<file path="src/rtl/seg_addr_pkg.sv">
package seg_addr_pkg;

    localparam int SEG_W   = 16;
    localparam int OFF_W   = 16;
    localparam int SHIFT   = 4;
    localparam int NUM_SEG = 4;
    localparam int KIND_W  = 3;
    localparam int ADDR_W  = SEG_W + SHIFT;
    localparam int SEL_W   = $clog2(NUM_SEG);

    typedef enum logic [SEL_W-1:0] {
        SEG_CODE  = 2'd0,
        SEG_DATA  = 2'd1,
        SEG_STACK = 2'd2,
        SEG_EXTRA = 2'd3
    } seg_sel_e;

    typedef enum logic [KIND_W-1:0] {
        ACC_FETCH   = 3'd0,
        ACC_STACK   = 3'd1,
        ACC_BASEPTR = 3'd2,
        ACC_DATA    = 3'd3,
        ACC_STR_SRC = 3'd4,
        ACC_STR_DST = 3'd5,
        ACC_RSVD6   = 3'd6,
        ACC_RSVD7   = 3'd7
    } acc_kind_e;

    typedef struct packed {
        logic             legal;
        seg_sel_e         seg;
        logic [OFF_W-1:0] off;
    } route_t;

    function automatic logic [SEG_W-1:0] seg_reset_value(input int idx);
        return (idx == int'(SEG_CODE)) ? {SEG_W{1'b1}} : {SEG_W{1'b0}};
    endfunction

    function automatic logic [ADDR_W-1:0] phys_addr(input logic [SEG_W-1:0] seg,
                                                    input logic [OFF_W-1:0] off);
        logic [ADDR_W-1:0] base;
        base = {seg, {SHIFT{1'b0}}};
        return base + ADDR_W'(off);
    endfunction

endpackage

</file>
<file path="src/rtl/seg_regfile.sv">
module seg_regfile
    import seg_addr_pkg::*;
(
    input  logic             clk,
    input  logic             rst,
    input  logic             wr_en,
    input  logic [SEL_W-1:0] wr_sel,
    input  logic [SEG_W-1:0] wr_data,
    input  seg_sel_e         rd_sel,
    output logic [SEG_W-1:0] rd_data
);

    logic [SEG_W-1:0] seg_q [NUM_SEG];

    for (genvar g = 0; g < NUM_SEG; g++) begin : g_seg
        always_ff @(posedge clk) begin
            if (rst)
                seg_q[g] <= seg_reset_value(g);
            else if (wr_en && wr_sel == SEL_W'(g))
                seg_q[g] <= wr_data;
        end

        // the selected base takes the written value at the next edge
        a_r8_write_lands: assert property (@(posedge clk) disable iff (rst)
            (wr_en && wr_sel == SEL_W'(g)) |=> seg_q[g] == $past(wr_data));

        // an unselected base keeps its value
        a_r8_others_keep: assert property (@(posedge clk) disable iff (rst)
            !(wr_en && wr_sel == SEL_W'(g)) |=> $stable(seg_q[g]));
    end

    assign rd_data = seg_q[rd_sel];

endmodule

</file>
<file path="src/rtl/seg_route.sv">
module seg_route
    import seg_addr_pkg::*;
(
    input  acc_kind_e        kind,
    input  logic [OFF_W-1:0] ip_off,
    input  logic [OFF_W-1:0] sp_off,
    input  logic [OFF_W-1:0] bp_off,
    input  logic [OFF_W-1:0] ea_off,
    input  logic [OFF_W-1:0] si_off,
    input  logic [OFF_W-1:0] di_off,
    output route_t           route
);

    always_comb begin
        route.legal = 1'b1;
        route.seg   = SEG_DATA;
        route.off   = ea_off;
        unique case (kind)
            ACC_FETCH:   begin route.seg = SEG_CODE;  route.off = ip_off; end
            ACC_STACK:   begin route.seg = SEG_STACK; route.off = sp_off; end
            ACC_BASEPTR: begin route.seg = SEG_STACK; route.off = bp_off; end
            ACC_DATA:    begin route.seg = SEG_DATA;  route.off = ea_off; end
            ACC_STR_SRC: begin route.seg = SEG_DATA;  route.off = si_off; end
            ACC_STR_DST: begin route.seg = SEG_EXTRA; route.off = di_off; end
            default:     route.legal = 1'b0;
        endcase
    end

endmodule

</file>
<file path="src/rtl/addr_stage.sv">
module addr_stage
    import seg_addr_pkg::*;
(
    input  logic              clk,
    input  logic              rst,
    input  logic              accept,
    input  logic [SEG_W-1:0]  seg_val,
    input  logic [OFF_W-1:0]  offset,
    output logic [ADDR_W-1:0] addr_q,
    output logic              valid_q
);

    always_ff @(posedge clk) begin
        if (rst) begin
            addr_q  <= '0;
            valid_q <= 1'b0;
        end else begin
            valid_q <= accept;
            if (accept)
                addr_q <= phys_addr(seg_val, offset);
        end
    end

    // an accepted request produces exactly one valid cycle, one clock later
    a_r2_valid_follows: assert property (@(posedge clk) disable iff (rst)
        accept |=> valid_q);

    // without a request the output holds and valid is low
    a_r10_idle_hold: assert property (@(posedge clk) disable iff (rst)
        !accept |=> (!valid_q && $stable(addr_q)));

    // bases sit on 16-byte boundaries, so the low nibble is the offset's
    a_r3_low_nibble: assert property (@(posedge clk) disable iff (rst)
        accept |=> addr_q[SHIFT-1:0] == $past(offset[SHIFT-1:0]));

endmodule

</file>
<file path="src/rtl/seg_addr_gen.sv">
module seg_addr_gen
    import seg_addr_pkg::*;
(
    input  logic              clk,
    input  logic              rst,
    input  logic              seg_wr_en,
    input  logic [SEL_W-1:0]  seg_wr_sel,
    input  logic [SEG_W-1:0]  seg_wr_data,
    input  logic              req_valid,
    input  logic [KIND_W-1:0] req_kind,
    input  logic [OFF_W-1:0]  ip_in,
    input  logic [OFF_W-1:0]  sp_in,
    input  logic [OFF_W-1:0]  bp_in,
    input  logic [OFF_W-1:0]  ea_in,
    input  logic [OFF_W-1:0]  si_in,
    input  logic [OFF_W-1:0]  di_in,
    output logic              addr_valid,
    output logic [ADDR_W-1:0] addr_out
);

    route_t           route;
    logic [SEG_W-1:0] seg_val;
    logic             accept;

    seg_route u_route (
        .kind   (acc_kind_e'(req_kind)),
        .ip_off (ip_in),
        .sp_off (sp_in),
        .bp_off (bp_in),
        .ea_off (ea_in),
        .si_off (si_in),
        .di_off (di_in),
        .route  (route)
    );

    seg_regfile u_regs (
        .clk     (clk),
        .rst     (rst),
        .wr_en   (seg_wr_en),
        .wr_sel  (seg_wr_sel),
        .wr_data (seg_wr_data),
        .rd_sel  (route.seg),
        .rd_data (seg_val)
    );

    assign accept = req_valid && route.legal;

    addr_stage u_stage (
        .clk     (clk),
        .rst     (rst),
        .accept  (accept),
        .seg_val (seg_val),
        .offset  (route.off),
        .addr_q  (addr_out),
        .valid_q (addr_valid)
    );

    // reserved kinds never raise the valid strobe nor move the address
    a_r9_reserved_ignored: assert property (@(posedge clk) disable iff (rst)
        (req_valid && req_kind >= KIND_W'(6)) |=> (!addr_valid && $stable(addr_out)));

    // valid never appears unless a request was present the cycle before
    a_r2_no_spurious: assert property (@(posedge clk) disable iff (rst)
        addr_valid |-> $past(req_valid));

endmodule

</file>
<file path="config.mk">
export PLATFORM = sky130hd
export DESIGN_NAME = seg_addr_gen
export DESIGN_NICKNAME = d
export VERILOG_FILES = /design/src/rtl/seg_addr_pkg.sv /design/src/rtl/seg_regfile.sv /design/src/rtl/seg_route.sv /design/src/rtl/addr_stage.sv /design/src/rtl/seg_addr_gen.sv
export SDC_FILE = /design/constraint.sdc
export NUM_CORES = 1
export LEC_CHECK = 0
export ABC_AREA = 1
export BUFFER_PORTS_ARGS = -buffer_cell sky130_fd_sc_hd__buf_2
export CORE_UTILIZATION = 30
export DETAILED_ROUTE_END_ITERATION = 12
export PLACE_DENSITY = 0.57
export SLEW_MARGIN = 20
export SYNTH_ARGS = -nofsm -noshare
export SYNTH_HDL_FRONTEND = slang
export SYNTH_SLANG_ARGS = --single-unit
</file>
<file path="constraint.sdc">
create_clock -name clk -period 3.74 [get_ports clk]
set_input_delay 0.748 -clock clk [delete_from_list [all_inputs] [get_ports clk]]
set_output_delay 0.748 -clock clk [all_outputs]
set_load 0.02 [all_outputs]
</file>
==> results.toml, run 1 <==
[worst_setup_path]
r2r_end = "u_stage.addr_q[13]"
criticalPathCategory = "primary input to flop"
critPathMaxFanout = 11
critPathLaunchType = "primary input"
setup.worst_path.end_class = "flop"
reg2reg_from = "u_regs.seg_q[2][1]"
reg2reg_slack_ps = 1340
arrival_ps = 3320
critPathRequiredTime_ps = 3990
reg2reg_depth = 13

[timing]
hold_viol_final = 0
tns_ps = 0
skew_ps = 7.87
period_needed_ps = 3070
finalSetupViolations = 0
worstMarginPinSlew_ps = 998
grt_setup_unrepaired = "no"
worst_slew_margin_rel_pct = 33.5
finalCritPeriodShare_pct = 82.0
maxSlewViolCount = 0
max_freq_mhz = 326

[worst_hold_path]
hp-class = "flop to flop"
min_path_cells = 2
hold_start = "u_stage.addr_q[0]"
hold-path-endpoint = "u_stage.addr_q[0]"

[final_layout]
syn_to_final_growth_pct = 28.6
drive_above_1_share_pct = 25.9
diodes = 0
nNetsFinal = 898

[drt]
drt_iter0_drc = 306
drc_errors = 0
firstDrtPassIters = 6
drt_wl_total_um = 14300
vias = 4651
ant_nets = 0
detail_route.wl_per_cell_um = 14.6
routed_via_density = 4.72

[cts]
clockRootBuffer = "clkbuf_16"
cts_tree = "done"
cts_resized = 0
clkLatencyLatePin_ps = 350
post_cts_buffers = 0
cts_buffers = 9
cts_hold_buf = 0
cts.htree.levels = 3
clock-sinks = 85
cts.reportedPaths.clkPinSlew_ps = 60
clk_path_buf_depth = 2

[synth]
syn-num-nets = 750
yosys_warnings = 0
async_flop_share_pct = 0
synthTopCellsByCount = "157 x nand2_1, 114 x nor2_1, 64 x edfxtp_1, 59 x inv_1, 38 x o21ai_0"
synth_top_area_cell = "edfxtp_1"
synth.yosys.seq_area_share_pct = 48.1
synth_edf_count = 64
netlist_instances = 616
synth_most_common_cell = "nand2_1"
syn_area_um2 = 4870
synth_top_area_share_pct = 39.5
synth.ff_latch_count = 85
synthFlopType = "edfxtp_1"
ys_types = 36
syn_avg_cell_area_um2 = 7.90
synth_area_leaders = "edfxtp_1 39%, nand2_1 12%, nor2_1 8.8%, dfxtp_1 8.6%, inv_1 4.6%"

[die]
ios = 142
rows = 46
die_w_um = 129
start_util_pct = 30.6
die-area_um2 = 16700
chipHeight_um = 129
coreArea_um2 = 15900

[global_routing]
grt_pass1_wl_um = 22200
grt_overflow_total = 0
track_usage_pct = 17.7
grt_max_degree = 27
grt_pass1_vias = 4427
antenna_found_initial = 0

[power_and_ir_drop]
max-vdd-ir-drop_uv = 237
power_mw = 2.71
power_density_nw_per_um2 = 433
p_leak_nw = 2.91

[outcome]
status = "completed"

[place]
port-buffer-count = 141
dp_hpwl_um = 11000
place_congestion = 0.805

[flow_run]
drv_cap = 0
==> registers in the layout (all words and copies together), names as in the netlist <==
signal,flops
u_regs.seg_q,64
u_stage.addr_q,20
u_stage.valid_q,1
==> metrics by stage <==
step	cell area [um2]	hold slack, ps	cells	util [%]	setup WS [ps]
after floorplan	4870	545	616	-	648
after global placement	5940	452	969	37.4	316
after detailed placement	5940	453	969	37.4	323
after CTS	6260	463	985	39.4	688
after global routing	6260	483	985	39.4	319
final	6260	461	985	39.4	672
==> worst max path at each step <==
| stage | from | endpoint | slack (ps) | cells after the start |
|---|---|---|---|---|
| 2_1_floorplan | req_kind[1] | u_stage.addr_q[18] | 650 | 15 |
| 3_3_place_gp | req_kind[2] | u_stage.addr_q[13] | 320 | 20 |
| 3_5_place_dp | req_kind[2] | u_stage.addr_q[13] | 320 | 16 |
| 4_1_cts | req_kind[2] | u_stage.addr_q[13] | 690 | 16 |
| 5_1_grt | req_kind[1] | u_stage.addr_q[18] | 320 | 17 |
| 6_report | req_kind[2] | u_stage.addr_q[13] | 670 | 20 |
==> kinds of logic after synthesis <==
| logic type | share of synthesized area, % |
|---|---|
| compound gates | 13.5 |
| flops | 48.1 |
| fa+ha+maj | 3.50 |
| buf+inv | 7.30 |
| xor+xnor | 1.26 |
| simple gates | 26.3 |
==> layer usage <==
layer | up-vias | track usage [%] | share of wire (%)
met5 | - | 0 | 0
met2 | 167 | 31.8 | 48
met4 | 0 | 6.16 | 1.9
met3 | 19 | 4.00 | 6.5
met1 | 2103 | 20.7 | 43
li1 | 2362 | - | -
==> cell usage in the layout (no fill, tap or decap), types with 2 or more instances in the layout <==
master     synthesis  final
or2_0              2      2
dfxtp_1           21     21
a221oi_1          12     12
a21oi_1           21     21
buf_4              0     20
o31ai_4            0      4
or2_2              3      3
inv_2              4      4
buf_2              5    141
inv_8              0      2
ha_1              12     12
o21ai_2            2      2
o211ai_1           4      4
nand2_4            2      2
o22ai_1           11     11
nor2_1           114    114
clkinv_4           0      3
nand3_1           17     17
o21ai_0           38     38
edfxtp_1          64     64
xor2_1             7      7
clkbuf_16          0      9
nand2_1          157    157
nand4_1            9      9
inv_1             59     59
nand2_2            5      5
clkinv_1           2      2
a31oi_1           12     12
==> final cells by class <==
type	count	area (um2)
Clock buffer	9	225
Clock inverter	7	95.1
Fill cell	1661	9630
Inverter	65	244
Multi-Input combinational cell	442	2220
Sequential cell	85	2340
Tap cell	216	270
Timing Repair Buffer	161	856
==> worst max-delay path, stage by stage <==
cell      delay (ps)
buf_2            150
inv_2             90
nand3_2          110
inv_1            110
buf_4            200
nand2_1           70
nand2_1           40
a221oi_1         210
a31oi_1          160
ha_1             410
nand2_1           90
nand2_1           60
nand2_1           50
nand2_1           60
a21oi_1          180
o21ai_0          180
a21oi_1          150
o21ai_0          120
nand2_1           80
inv_1             30
==> power by group <==
part	leakage, nW	internal, mW	switching [mW]
clock	0.156	0.535	0.399
combinational	1.95	0.239	0.412
sequential	0.803	1.09	0.0302
Power figures use the tool's default switching activity.
==> run 2, diff against run 1 <==
==> constraint.sdc (replaced) <==
create_clock -name clk -period 2.88 [get_ports clk]
set_input_delay 0.576 -clock clk [delete_from_list [all_inputs] [get_ports clk]]
set_output_delay 0.576 -clock clk [all_outputs]
set_load 0.02 [all_outputs]
==> run 2 against run 1 <==
  * Final area grew 9.0%
  * Routed wire length grew 4.5%
  * First-iteration DRC count shrank 25%
  * Critical endpoint is now u_stage.addr_q[14]
  * Largest power group unchanged
==> results.toml, run 2 (synthesis gave the netlist of run 1 again) <==
[cts]
clk_path_buf_depth = 2
cts_tree = "done"
clockRootBuffer = "clkbuf_16"
cts.htree.levels = 3
clock-sinks = 85
clkLatencyLatePin_ps = 350
cts.reportedPaths.clkPinSlew_ps = 60
cts_buffers = 9

[worst_hold_path]
hp-class = "flop to flop"

[power_and_ir_drop]
p_leak_nw = 3.22
p_int_mw = 2.64
power_mw = 3.77
power_density_nw_per_um2 = 553
switchingPower_mw = 1.13
switching_share_pct = 30.0
comb_power_share_pct = 28.0
p_clk_share_pct = 33.5
seqPwrFrac_pct = 38.6
max-vdd-ir-drop_uv = 317

[place]
port-buffer-count = 141
dp_hpwl_um = 11400
place_congestion = 0.804
dpl.cell_count = 1024
place_ws_ps = -226

[outcome]
status = "completed"

[global_routing]
antenna_found_initial = 0
busiest_layer = "met2"
grt_pass1_vias = 4656
grt_overflow_total = 0
grt_max_degree = 20
grtUsageMet2_pct = 34.5
use_met1_pct = 19.6
track_usage_pct = 18.2
grt_pass1_wl_um = 22700
globalRouteMet3Util_pct = 4.34

[worst_setup_path]
arrival_ps = 2950
reg2reg_from = "u_regs.seg_q[2][1]"
critPathMaxFanout = 9
critPathLaunchType = "primary input"
reg2reg_depth = 11
r2r_end = "u_stage.addr_q[11]"
criticalPathCategory = "primary input to flop"
cp-endpoint = "u_stage.addr_q[14]"
critPathRequiredTime_ps = 3120
reg2reg_slack_ps = 570
crit_start = "req_kind[1]"
setup.worst_path.end_class = "flop"

[final_layout]
final_cells = 1044
final_cell_mix = "153 x nand2_1, 141 x buf_2, 110 x nor2_1"
seq_area_um2 = 2340
largest_register = "u_regs.seg_q"
drive_above_1_share_pct = 33.6
final_util_pct = 42.9
largest_reg_flops = 64
diodes = 0
top_regs = "u_regs.seg_q (64), u_stage.addr_q (20), u_stage.valid_q (1)"
syn_to_final_growth_pct = 40.1
multi_input_area_um2 = 2310
final_common_cell = "nand2_1"
nNetsFinal = 957
final.fill_count = 1655

[drt]
drc_errors = 0
vias = 4829
drt_iter0_drc = 229
firstDrtPassIters = 4
routed_via_density = 4.63
drt_wl_total_um = 15000
ant_nets = 0
detail_route.wl_per_cell_um = 14.4

[die]
die_w_um = 129
chipHeight_um = 129
coreArea_um2 = 15900
start_util_pct = 30.6
rows = 46
die-area_um2 = 16700
ios = 142

[timing]
hold_viol_final = 0
worst_slew_margin_rel_pct = 31.4
worstMarginPinSlew_ps = 1030
finalCritPeriodShare_pct = 93.9
tns_ps = 0
worst_slack_ps = 175
grt_setup_unrepaired = "no"
finalSetupViolations = 0
period_needed_ps = 2710
maxSlewViolCount = 0
max_freq_mhz = 370
skew_ps = 5.02

[flow_run]
drv_cap = 0
-- run 2: changes by cell type in the layout (fill, tap and decap cells not counted), moves of 3 or more --
cell	change
nor2_2	+4
a221oi_2	+3
nand2_2	+4
a221oi_1	-3
buf_4	+56
a21oi_1	-3
nand2_1	-4
a21oi_2	+3
nor2_1	-4
-- run 2: what timing repair did --
item,CTS,global route
hold buffers,0,0
resized for setup,0,23
setup endpoints to repair,0,8
buffers inserted,0,4
-- run 2: worst min path at each step --
stage                      startpoint           endpoint  slack (ps)  cells after the start
global route        u_stage.addr_q[0]  u_stage.addr_q[0]         480                      2
floorplan           u_stage.addr_q[0]  u_stage.addr_q[0]         540                      2
CTS                 u_stage.addr_q[0]  u_stage.addr_q[0]         470                      2
global placement    u_stage.addr_q[1]  u_stage.addr_q[1]         450                      2
finish              u_stage.addr_q[0]  u_stage.addr_q[0]         460                      2
detailed placement  u_stage.addr_q[0]  u_stage.addr_q[0]         460                      2
-- run 2: power by group through the flow --
stage                     sequential, mW  combinational [mW]  clock, mW
after CTS                           1.46                1.00       1.29
after global routing                1.47                1.17       1.33
after floorplan                     1.51               0.490          0
after global placement              1.48               0.993          0
after detailed placement            1.48               0.998          0
final                               1.46                1.05       1.26
-- run 2: cell type report --
cell class / instances / area share [%]
flip-flops and latches: 85 / 34.4
multi-input cells: 442 / 33.8
repair buffers: 220 / 19.5
well taps: 216 / 3.96
inverters: 65 / 3.62
clock buffers: 9 / 3.30
clock inverters: 7 / 1.45
-- run 2: per-stage QoR --
stage	hold WS, ps	instance area, um2
after floorplan	545	4870
after global placement	450	6380
after detailed placement	456	6380
after CTS	466	6700
after global routing	475	6820
final	460	6820
-- run 2: layer usage --
layer | wire length (um) | share of wire [%] | up-vias
met1 | 6090 | 41 | 2185
met4 | 258 | 1.7 | 0
met2 | 7630 | 51 | 149
met3 | 1010 | 6.7 | 19
met5 | 0 | 0 | -
li1 | - | - | 2476
-- run 2: worst max-delay path: stages --
cell and delay [ps]:
buf_2 130, inv_1 70, nand2_2 70, buf_4 120
nand2_4 90, inv_4 90, buf_4 140, o21ai_0 80
o22ai_1 240, ha_1 340, a21oi_1 350, nor2_1 70
nor2_1 180, nand3_1 110, nand2_1 60, nand3_1 70
o211ai_1 90, inv_1 50
